===== src/rtl/ptc_pkg.sv =====
`timescale 1ns/1ps
package ptc_pkg;
  localparam int unsigned ADDR_W = 3;

  typedef enum logic [ADDR_W-1:0] {
    A_GLOBAL = 3'd0,
    A_CHAN   = 3'd1,
    A_STAT   = 3'd2,
    A_COUNT  = 3'd3,
    A_CMP    = 3'd4
  } reg_addr_e;

  localparam int unsigned CFG_W = 4;

  // bit 3 value-set, bit 2 level, bit 1 periodic, bit 0 irq enable
  typedef struct packed {
    logic vset;
    logic level;
    logic periodic;
    logic irq_en;
  } chan_cfg_t;
endpackage


===== src/rtl/ptc_rst_sync.sv =====
`timescale 1ns/1ps
module ptc_rst_sync #(
  parameter int unsigned STAGES = 2
) (
  input  logic clk_i,
  input  logic rst_ni,
  output logic rst_no
);
  logic [STAGES-1:0] sync_q;
  logic [STAGES-1:0] sync_d;

  always_comb begin
    sync_d = {sync_q[STAGES-2:0], 1'b1};
  end

  always_ff @(posedge clk_i or negedge rst_ni) begin
    if (!rst_ni) sync_q <= '0;
    else         sync_q <= sync_d;
  end

  assign rst_no = sync_q[STAGES-1];
endmodule


===== src/rtl/ptc_counter.sv =====
`timescale 1ns/1ps
module ptc_counter #(
  parameter int unsigned W = 32
) (
  input  logic         clk_i,
  input  logic         rst_n,
  input  logic         run_i,
  input  logic         load_i,
  input  logic [W-1:0] load_val_i,
  output logic [W-1:0] cnt_o,
  output logic [W-1:0] inc_o,
  output logic         step_o
);
  logic [W-1:0] cnt_q;
  logic [W-1:0] cnt_d;
  logic [W-1:0] inc;
  logic         step;

  always_comb begin
    inc  = cnt_q + W'(1);
    step = run_i & ~load_i;
    if (load_i)    cnt_d = load_val_i;
    else if (step) cnt_d = inc;
    else           cnt_d = cnt_q;
  end

  always_ff @(posedge clk_i or negedge rst_n) begin
    if (!rst_n) cnt_q <= '0;
    else        cnt_q <= cnt_d;
  end

  assign cnt_o  = cnt_q;
  assign inc_o  = inc;
  assign step_o = step;
endmodule


===== src/rtl/ptc_comparator.sv =====
`timescale 1ns/1ps
module ptc_comparator #(
  parameter int unsigned W = 32
) (
  input  logic         clk_i,
  input  logic         rst_n,
  input  logic         step_i,
  input  logic [W-1:0] cnt_inc_i,
  input  logic         periodic_i,
  input  logic         wr_i,
  input  logic         direct_i,
  input  logic [W-1:0] wdata_i,
  output logic [W-1:0] cmp_o,
  output logic [W-1:0] per_o,
  output logic         hit_o
);
  logic [W-1:0] cmp_q, cmp_d;
  logic [W-1:0] per_q, per_d;
  logic         hit;

  always_comb begin
    hit = step_i && (cnt_inc_i == cmp_q);
    if (wr_i && direct_i)      cmp_d = wdata_i;
    else if (hit && periodic_i) cmp_d = cmp_q + per_q;
    else                        cmp_d = cmp_q;
    per_d = wr_i ? wdata_i : per_q;
  end

  always_ff @(posedge clk_i or negedge rst_n) begin
    if (!rst_n) begin
      cmp_q <= '0;
      per_q <= '0;
    end else begin
      cmp_q <= cmp_d;
      per_q <= per_d;
    end
  end

  assign cmp_o = cmp_q;
  assign per_o = per_q;
  assign hit_o = hit;
endmodule


===== src/rtl/ptc_irq.sv =====
`timescale 1ns/1ps
module ptc_irq (
  input  logic clk_i,
  input  logic rst_n,
  input  logic hit_i,
  input  logic irq_en_i,
  input  logic level_i,
  input  logic clr_i,
  output logic sts_o,
  output logic irq_o
);
  logic sts_q, sts_d;
  logic pulse_q, pulse_d;
  logic fire;

  always_comb begin
    fire    = hit_i & irq_en_i;
    pulse_d = fire;
    if (fire)       sts_d = 1'b1;
    else if (clr_i) sts_d = 1'b0;
    else            sts_d = sts_q;
  end

  always_ff @(posedge clk_i or negedge rst_n) begin
    if (!rst_n) begin
      sts_q   <= 1'b0;
      pulse_q <= 1'b0;
    end else begin
      sts_q   <= sts_d;
      pulse_q <= pulse_d;
    end
  end

  assign sts_o = sts_q;
  assign irq_o = level_i ? sts_q : pulse_q;
endmodule


===== src/rtl/ptc_timer.sv =====
`timescale 1ns/1ps
module ptc_timer #(
  parameter int unsigned CNT_W = 32
) (
  input  logic                      clk_i,
  input  logic                      rst_ni,
  input  logic                      reg_we_i,
  input  logic [ptc_pkg::ADDR_W-1:0] reg_addr_i,
  input  logic [CNT_W-1:0]          reg_wdata_i,
  output logic [CNT_W-1:0]          reg_rdata_o,
  output logic                      irq_o
);
  import ptc_pkg::*;

  logic              rst_n;
  reg_addr_e         addr;
  logic              we_glb, we_chan, we_stat, we_cnt, we_cmp, clr;
  logic              run_q, run_d;
  chan_cfg_t         cfg_q, cfg_d;
  logic [CNT_W-1:0]  cnt_q, cnt_inc, cmp_q, per_q;
  logic              step, hit, sts_q;

  ptc_rst_sync #(.STAGES(2)) u_rst (
    .clk_i (clk_i),
    .rst_ni(rst_ni),
    .rst_no(rst_n)
  );

  always_comb begin
    addr    = reg_addr_e'(reg_addr_i);
    we_glb  = reg_we_i && (addr == A_GLOBAL);
    we_chan = reg_we_i && (addr == A_CHAN);
    we_stat = reg_we_i && (addr == A_STAT);
    we_cnt  = reg_we_i && (addr == A_COUNT);
    we_cmp  = reg_we_i && (addr == A_CMP);
    clr     = we_stat && reg_wdata_i[0];
  end

  always_comb begin
    run_d = we_glb ? reg_wdata_i[0] : run_q;
    cfg_d = cfg_q;
    if (we_chan)                 cfg_d = chan_cfg_t'(reg_wdata_i[CFG_W-1:0]);
    else if (we_cmp && cfg_q.vset) cfg_d.vset = 1'b0;
  end

  always_ff @(posedge clk_i or negedge rst_n) begin
    if (!rst_n) begin
      run_q <= 1'b0;
      cfg_q <= '0;
    end else begin
      run_q <= run_d;
      cfg_q <= cfg_d;
    end
  end

  ptc_counter #(.W(CNT_W)) u_cnt (
    .clk_i     (clk_i),
    .rst_n     (rst_n),
    .run_i     (run_q),
    .load_i    (we_cnt),
    .load_val_i(reg_wdata_i),
    .cnt_o     (cnt_q),
    .inc_o     (cnt_inc),
    .step_o    (step)
  );

  ptc_comparator #(.W(CNT_W)) u_cmp (
    .clk_i     (clk_i),
    .rst_n     (rst_n),
    .step_i    (step),
    .cnt_inc_i (cnt_inc),
    .periodic_i(cfg_q.periodic),
    .wr_i      (we_cmp),
    .direct_i  (cfg_q.vset),
    .wdata_i   (reg_wdata_i),
    .cmp_o     (cmp_q),
    .per_o     (per_q),
    .hit_o     (hit)
  );

  ptc_irq u_irq (
    .clk_i   (clk_i),
    .rst_n   (rst_n),
    .hit_i   (hit),
    .irq_en_i(cfg_q.irq_en),
    .level_i (cfg_q.level),
    .clr_i   (clr),
    .sts_o   (sts_q),
    .irq_o   (irq_o)
  );

  always_comb begin
    reg_rdata_o = '0;
    case (addr)
      A_GLOBAL: reg_rdata_o[0]         = run_q;
      A_CHAN:   reg_rdata_o[CFG_W-1:0] = cfg_q;
      A_STAT:   reg_rdata_o[0]         = sts_q;
      A_COUNT:  reg_rdata_o            = cnt_q;
      A_CMP:    reg_rdata_o            = cmp_q;
      default:  reg_rdata_o            = '0;
    endcase
  end
endmodule


===== config.mk =====
export PLATFORM = sky130hd
export DESIGN_NAME = ptc_timer
export DESIGN_NICKNAME = d
export VERILOG_FILES = /design/src/rtl/ptc_pkg.sv /design/src/rtl/ptc_rst_sync.sv /design/src/rtl/ptc_counter.sv /design/src/rtl/ptc_comparator.sv /design/src/rtl/ptc_irq.sv /design/src/rtl/ptc_timer.sv
export SDC_FILE = /design/constraint.sdc
export NUM_CORES = 1
export LEC_CHECK = 0
export BUFFER_PORTS_ARGS = -buffer_cell sky130_fd_sc_hd__buf_2
export CAP_MARGIN = 20
export CORE_UTILIZATION = 61
export CTS_CLUSTER_DIAMETER = 80
export CTS_CLUSTER_SIZE = 24
export DETAILED_ROUTE_END_ITERATION = 10
export PLACE_DENSITY = 0.81
export REMOVE_ABC_BUFFERS = 1
export SYNTH_ARGS = -nofsm -noshare
export SYNTH_HDL_FRONTEND = slang
export SYNTH_HIERARCHICAL = 1
export SYNTH_SLANG_ARGS = --single-unit

===== constraint.sdc =====
create_clock -name clk_i -period 3.58 [get_ports clk_i]
set_input_delay 0.537 -clock clk_i [delete_from_list [all_inputs] [get_ports clk_i]]
set_output_delay 0.537 -clock clk_i [all_outputs]
set_load 0.03 [all_outputs]

# After elaboration in Yosys (flattened, before gate mapping)
# Index checks and enable logic that the tools add are counted.
[totals] reg_bits=105 inputBits=38 output_inout_bits=33 word_cells=47
[op_classes] add_sub_neg=2 eq_ne=5 mux=12 n_bitwise=3 n_reduce_logical=14
[ops] operator="$mux 32" count=4
[ops] operator="$pmux 28 s2" count=1
[ops] operator="$add 32x1->32 const B" count=1
[ops] operator="$add 32x32->32" count=1
[ops] operator="$eq 32x32->1" count=1
[ops] operator="$logic_and 1x1->1" count=9
[ops] operator="$pmux 3 s3" count=1
[ops] operator="$reduce_bool 2->1" count=4
[ops] operator="$eq 3x2->1 const B" count=2
[ops] operator="$mux 1" count=5
[ops] operator="$pmux 1 s5" count=1
[ops] operator="$eq 3x1->1 const B" count=1
[ops] operator="$eq 3x3->1 const B" count=1
[ops] operator="$logic_not 3->1" count=1
[ops] operator="$and 1x1->1" count=2
[ops] operator="$not 1->1" count=1

# Depth between registers and ports, before layout
[logic_depth] depth_word=8 ltp_mapped=16

# Cells and area by module
# Netlist, hierarchy kept.
[modules_own_cells] mod="ptc_comparator" instances=1 cells_each=545 area_each_um2=4918.5 seq_area_each_um2=1601.5
[modules_own_cells] mod="ptc_counter" instances=1 cells_each=302 area_each_um2=2412.3 seq_area_each_um2=800.8
[modules_own_cells] mod="ptc_timer" instances=1 cells_each=75 area_each_um2=723.2 seq_area_each_um2=125.1
[modules_own_cells] mod="ptc_irq" instances=1 cells_each=6 area_each_um2=85.1 seq_area_each_um2=50.0
[modules_own_cells] mod="ptc_rst_sync" instances=1 cells_each=3 area_each_um2=53.8 seq_area_each_um2=50.0

# Worst setup path before layout
# OpenSTA, ideal clock, no wires.
[synth_timing] kind="reg2reg" from="register u_cnt.cnt_q[5], in the netlist u_cnt/cnt_o[5]" to="register u_cmp.cmp_q[28], in the netlist u_cmp/cmp_o[28]" setup_time_ns=0.120 arrival_time_ns=3.488 t_required_ns=3.460 slack_ns=-0.028 stages_incl_launch_ff=16 period_less_slack_ns=3.608 path_cell_list="dfrtp_1 buf_2 nand3_2 or4_1 buf_2 clkbuf_1 nor3_1 xor2_1 xnor2_1 nand4_1 nor4_1 nand4_1 nand2b_1 buf_2 or4_1 and3_1"
[synth_via] elab_chain_len=5
[synth_rtl] element="start, declared" line="ptc_counter.sv:14" source="logic [W-1:0] cnt_q;"
[synth_rtl] element="start signal, assigned" line="ptc_counter.sv:29" source="else cnt_q <= cnt_d;"
[synth_rtl] element="$add 32x1->32" line="ptc_counter.sv:20" source="inc = cnt_q + W'(1);"
[synth_rtl] element="net cnt_inc[24]" line="ptc_timer.sv:20" source="logic [CNT_W-1:0] cnt_q, cnt_inc, cmp_q, per_q;"
[synth_rtl] element="$eq 32x32->1" line="ptc_comparator.sv:22" source="hit = step_i && (cnt_inc_i == cmp_q);"
[synth_rtl] element="$logic_and 1x1->1" line="ptc_comparator.sv:22"
[synth_rtl] element="$logic_and 1x1->1" line="ptc_comparator.sv:24" source="else if (hit && periodic_i) cmp_d = cmp_q + per_q;"
[synth_rtl] element="$reduce_bool 2->1 (no line)"
[synth_rtl] element="end signal, assigned" line="ptc_comparator.sv:34" source="cmp_q <= cmp_d;"
[synth_rtl] element="end, declared" line="ptc_comparator.sv:17" source="logic [W-1:0] cmp_q, cmp_d;"
# The timed path passes the listed nets, and every way through them passes these cells.
# A chain may end at the register's enable or synchronous reset.

# Final worst setup path
[layout_timing] from="register u_cnt.cnt_q[8], in the netlist u_cnt/cnt_o[8]" to="register u_cmp.cmp_q[10], in the netlist u_cmp/cmp_o[10]"
# The elaborated chain is that of the path after synthesis.

==> qor.yml <==
status:
  outcome: "finished clean"
logic_synthesis:
  synth_flop_cell: "dfrtp_1"
  syn-instance-count: 931
  synth-seq-area-share_pct: 32.1
  ys_warn_count: 6
  synth.top_cell.area_share_pct: 32.1
  synth-edff-count: 0
  synth_top_area_cell: "dfrtp_1"
  synth.avg_cell_area_um2: 8.80
  syn_area_um2: 8190
  async_flop_share_pct: 100
  ys_types: 72
  ys_top_cells_by_area: "dfrtp_1 32%, xnor2_1 6.3%, mux2_2 4.9%"
  ys_seq_elements: 105
pwr:
  p_leak_nw: 3.98
  cellPowerDensity_nw_per_um2: 705
  peakVddDrop_v: 0.000424
worst_setup_path:
  critical_path_class: "flip-flop to flip-flop"
  r2r_slack_ps: 110
  ff2ff_path_depth: 13
  cp-end-kind: "flip-flop"
  crit_chain: "nand4_1 -> or4_4 -> buf_4 -> nor3_1 -> xor2_1 -> xnor2_1 -> nand4_1 -> nor3_2 -> nand4_1 -> buf_4 -> and3_1 -> a21oi_2 -> o21ai_1"
  slowest_stage: "or4_4"
  worst_path_most_repeated_cell: "nand4_1"
  cp_num_buf_inv: 2
  critPathLaunchType: "flip-flop"
  r2r-end: "u_cmp/cmp_o[10]"
  slowest_delay_ps: 630
  regToRegStartpoint: "u_cnt/cnt_o[8]"
  required_ps: 3780
  worst_setup_path_startpoint: "u_cnt/cnt_o[8]"
  arrival_ps: 3670
  crit_family: "simple AND/OR/NAND/NOR gates"
  cp_max_fo: 14
global_routing:
  gr-total-overflow: 0
  grtUsageMet1_pct: 47.1
  grt_max_degree: 77
  gr-usage-met2_pct: 55.8
  grt-busiest-layer: "met2"
  met3_usage_pct: 6.83
  track_usage_pct: 35.0
  first_global_vias: 7144
  antenna_found_initial: 0
  grt_first_pass_wirelength_um: 38300
finish:
  final_util_pct: 72.3
  final_cell_mix: "104 x dfrtp_1, 82 x nand2_1, 70 x buf_2"
  layout_commonest_cell: "dfrtp_1"
  layout-drive-gt1-share_pct: 21.9
  fin_nets: 1072
  antennaDiodeCount: 0
  fin_area_um2: 9310
  syn_to_final_growth_pct: 13.7
placement:
  portBuffers: 70
  place_area_um2: 8820
  gp_congestion: 0.991
  dp_hpwl_um: 17400
timing:
  period_share_pct: 96.9
  max_slew.worst_pin.slew_ps: 1030
  hold_viol: 0
  finClkSkew_ps: 9.07
  fmax_ghz: 0.288
  rsz0062_at_grt: "yes"
  period_minus_slack_ps: 3470
  drv_slew: 0
  setup-violations-final: 0
  max_slew_margin_pct: 31.4
cts:
  clk_pin_slew_worst_paths_ps: 70
  cts_buffers: 9
  clk_latency_ps: 360
  htreeDepth: 3
  cts_root_buf: "clkbuf_16"
  cts_buffer_depth: 2
  tritoncts: "built"
  clkSinkCount: 105
routing:
  post-route-drc-count: 0
  drtPass1Iterations: 6
  wl_per_cell_um: 20.5
  ant_nets: 0
  routed-via-count: 7743
  drt-initial-drc-count: 871
  wl_um: 24100
  vias_per_cell: 6.57
die:
  coreArea_um2: 12900
  fp.dieArea_um2: 13900
  fp.dieW_um: 118
  io_pins: 71
  start_util_pct: 63.6
  rows: 41
  die_h_um: 118
run:
  cap_violations: 0
hold_path:
  worstHoldPathType: "flip-flop to asynchronous set/reset pin"
[report_power, final]
group	internal, mW	total [mW]	switching (mW)
clock	0.702	1.15	0.447
combinational	1.46	3.49	2.03
sequential	1.51	1.92	0.408
[timing repair]
item | CTS | global route
resized for setup | 4 | 13
pin swaps | 0 | 5
endpoints found under the hold margin | 2 | 0
setup buffers | 0 | 2
hold buffers | 1 | 0
setup endpoints to repair | 2 | 9
gates cloned | 0 | 0
[cell families (layout without fill, tap and decap cells)]
group	Yosys count	in the layout	share of synthesized area [%]
fa+ha+maj	33	33	5.13
flops	105	105	32.1
mux	53	53	7.09
simple gates	323	323	20.8
other cells	1	1	0.0458
compound gates	240	240	19.7
buf+inv	78	153	4.76
xor+xnor	98	98	10.5
[area by class of cell]
| cell class | instances | area, um2 |
|---|---|---|
| Timing Repair Buffer | 125 | 802 |
| Clock inverter | 5 | 103 |
| Sequential cell | 105 | 2630 |
| Inverter | 12 | 45.0 |
| Tap cell | 172 | 215 |
| Multi-Input combinational cell | 748 | 5270 |
| Clock buffer | 11 | 243 |
| Fill cell | 1003 | 3560 |
[flip-flops by register name (all words and copies together), names as in the netlist]
register and count:
u_irq/pulse_q 1, u_cnt/cnt_o 32, u_cmp/per_o 32, u_rst/sync_q 2, run_q 1, cfg_q 4
u_irq/sts_o 1, u_cmp/cmp_o 32
[how the worst max path moves through the flow]
| stage | end | cells after the start |
|---|---|---|
| after floorplan | u_cmp/cmp_o[30] | 11 |
| after global placement | u_cmp/cmp_o[10] | 12 |
| after detailed placement | u_cmp/cmp_o[10] | 12 |
| after CTS | u_cmp/cmp_o[31] | 11 |
| after global routing | u_cmp/cmp_o[31] | 13 |
| final | u_cmp/cmp_o[10] | 13 |
[stage by stage]
stage / std cells / hold slack (ps) / setup WS [ps] / power (mW) / setup TNS, ps
floorplan: 865 / 241 / -823 / 4.27 / -14950
global placement: 1158 / 323 / -156 / 5.21 / -156
detailed placement: 1158 / 324 / -61.5 / 5.26 / -61.5
CTS: 1175 / 359 / 9.09 / 6.45 / 0
global route: 1178 / 325 / -42.2 / 6.95 / -42.2
finish: 1178 / 281 / 111 / 6.56 / 0
[per-layer routing]
layer	part of all wire (%)	wire length, um
met5	0	0
met4	3.6	877
met2	47	11300
met3	8.8	2130
met1	41	9790
[cells in the mapped netlist, types with 13 or more instances]
library cell / n
nand3_1: 28
nor2_1: 69
clkbuf_1: 37
a22o_1: 30
a21oi_1: 55
ha_1: 32
a21o_1: 13
mux2i_1: 16
nor3_1: 21
xnor2_1: 59
mux2_2: 36
xor2_1: 39
nand4_1: 34
buf_2: 18
o21ai_0: 56
a31oi_1: 21
or4_1: 19
nand2_1: 82
dfrtp_1: 105
Power figures use the tool's default switching activity.
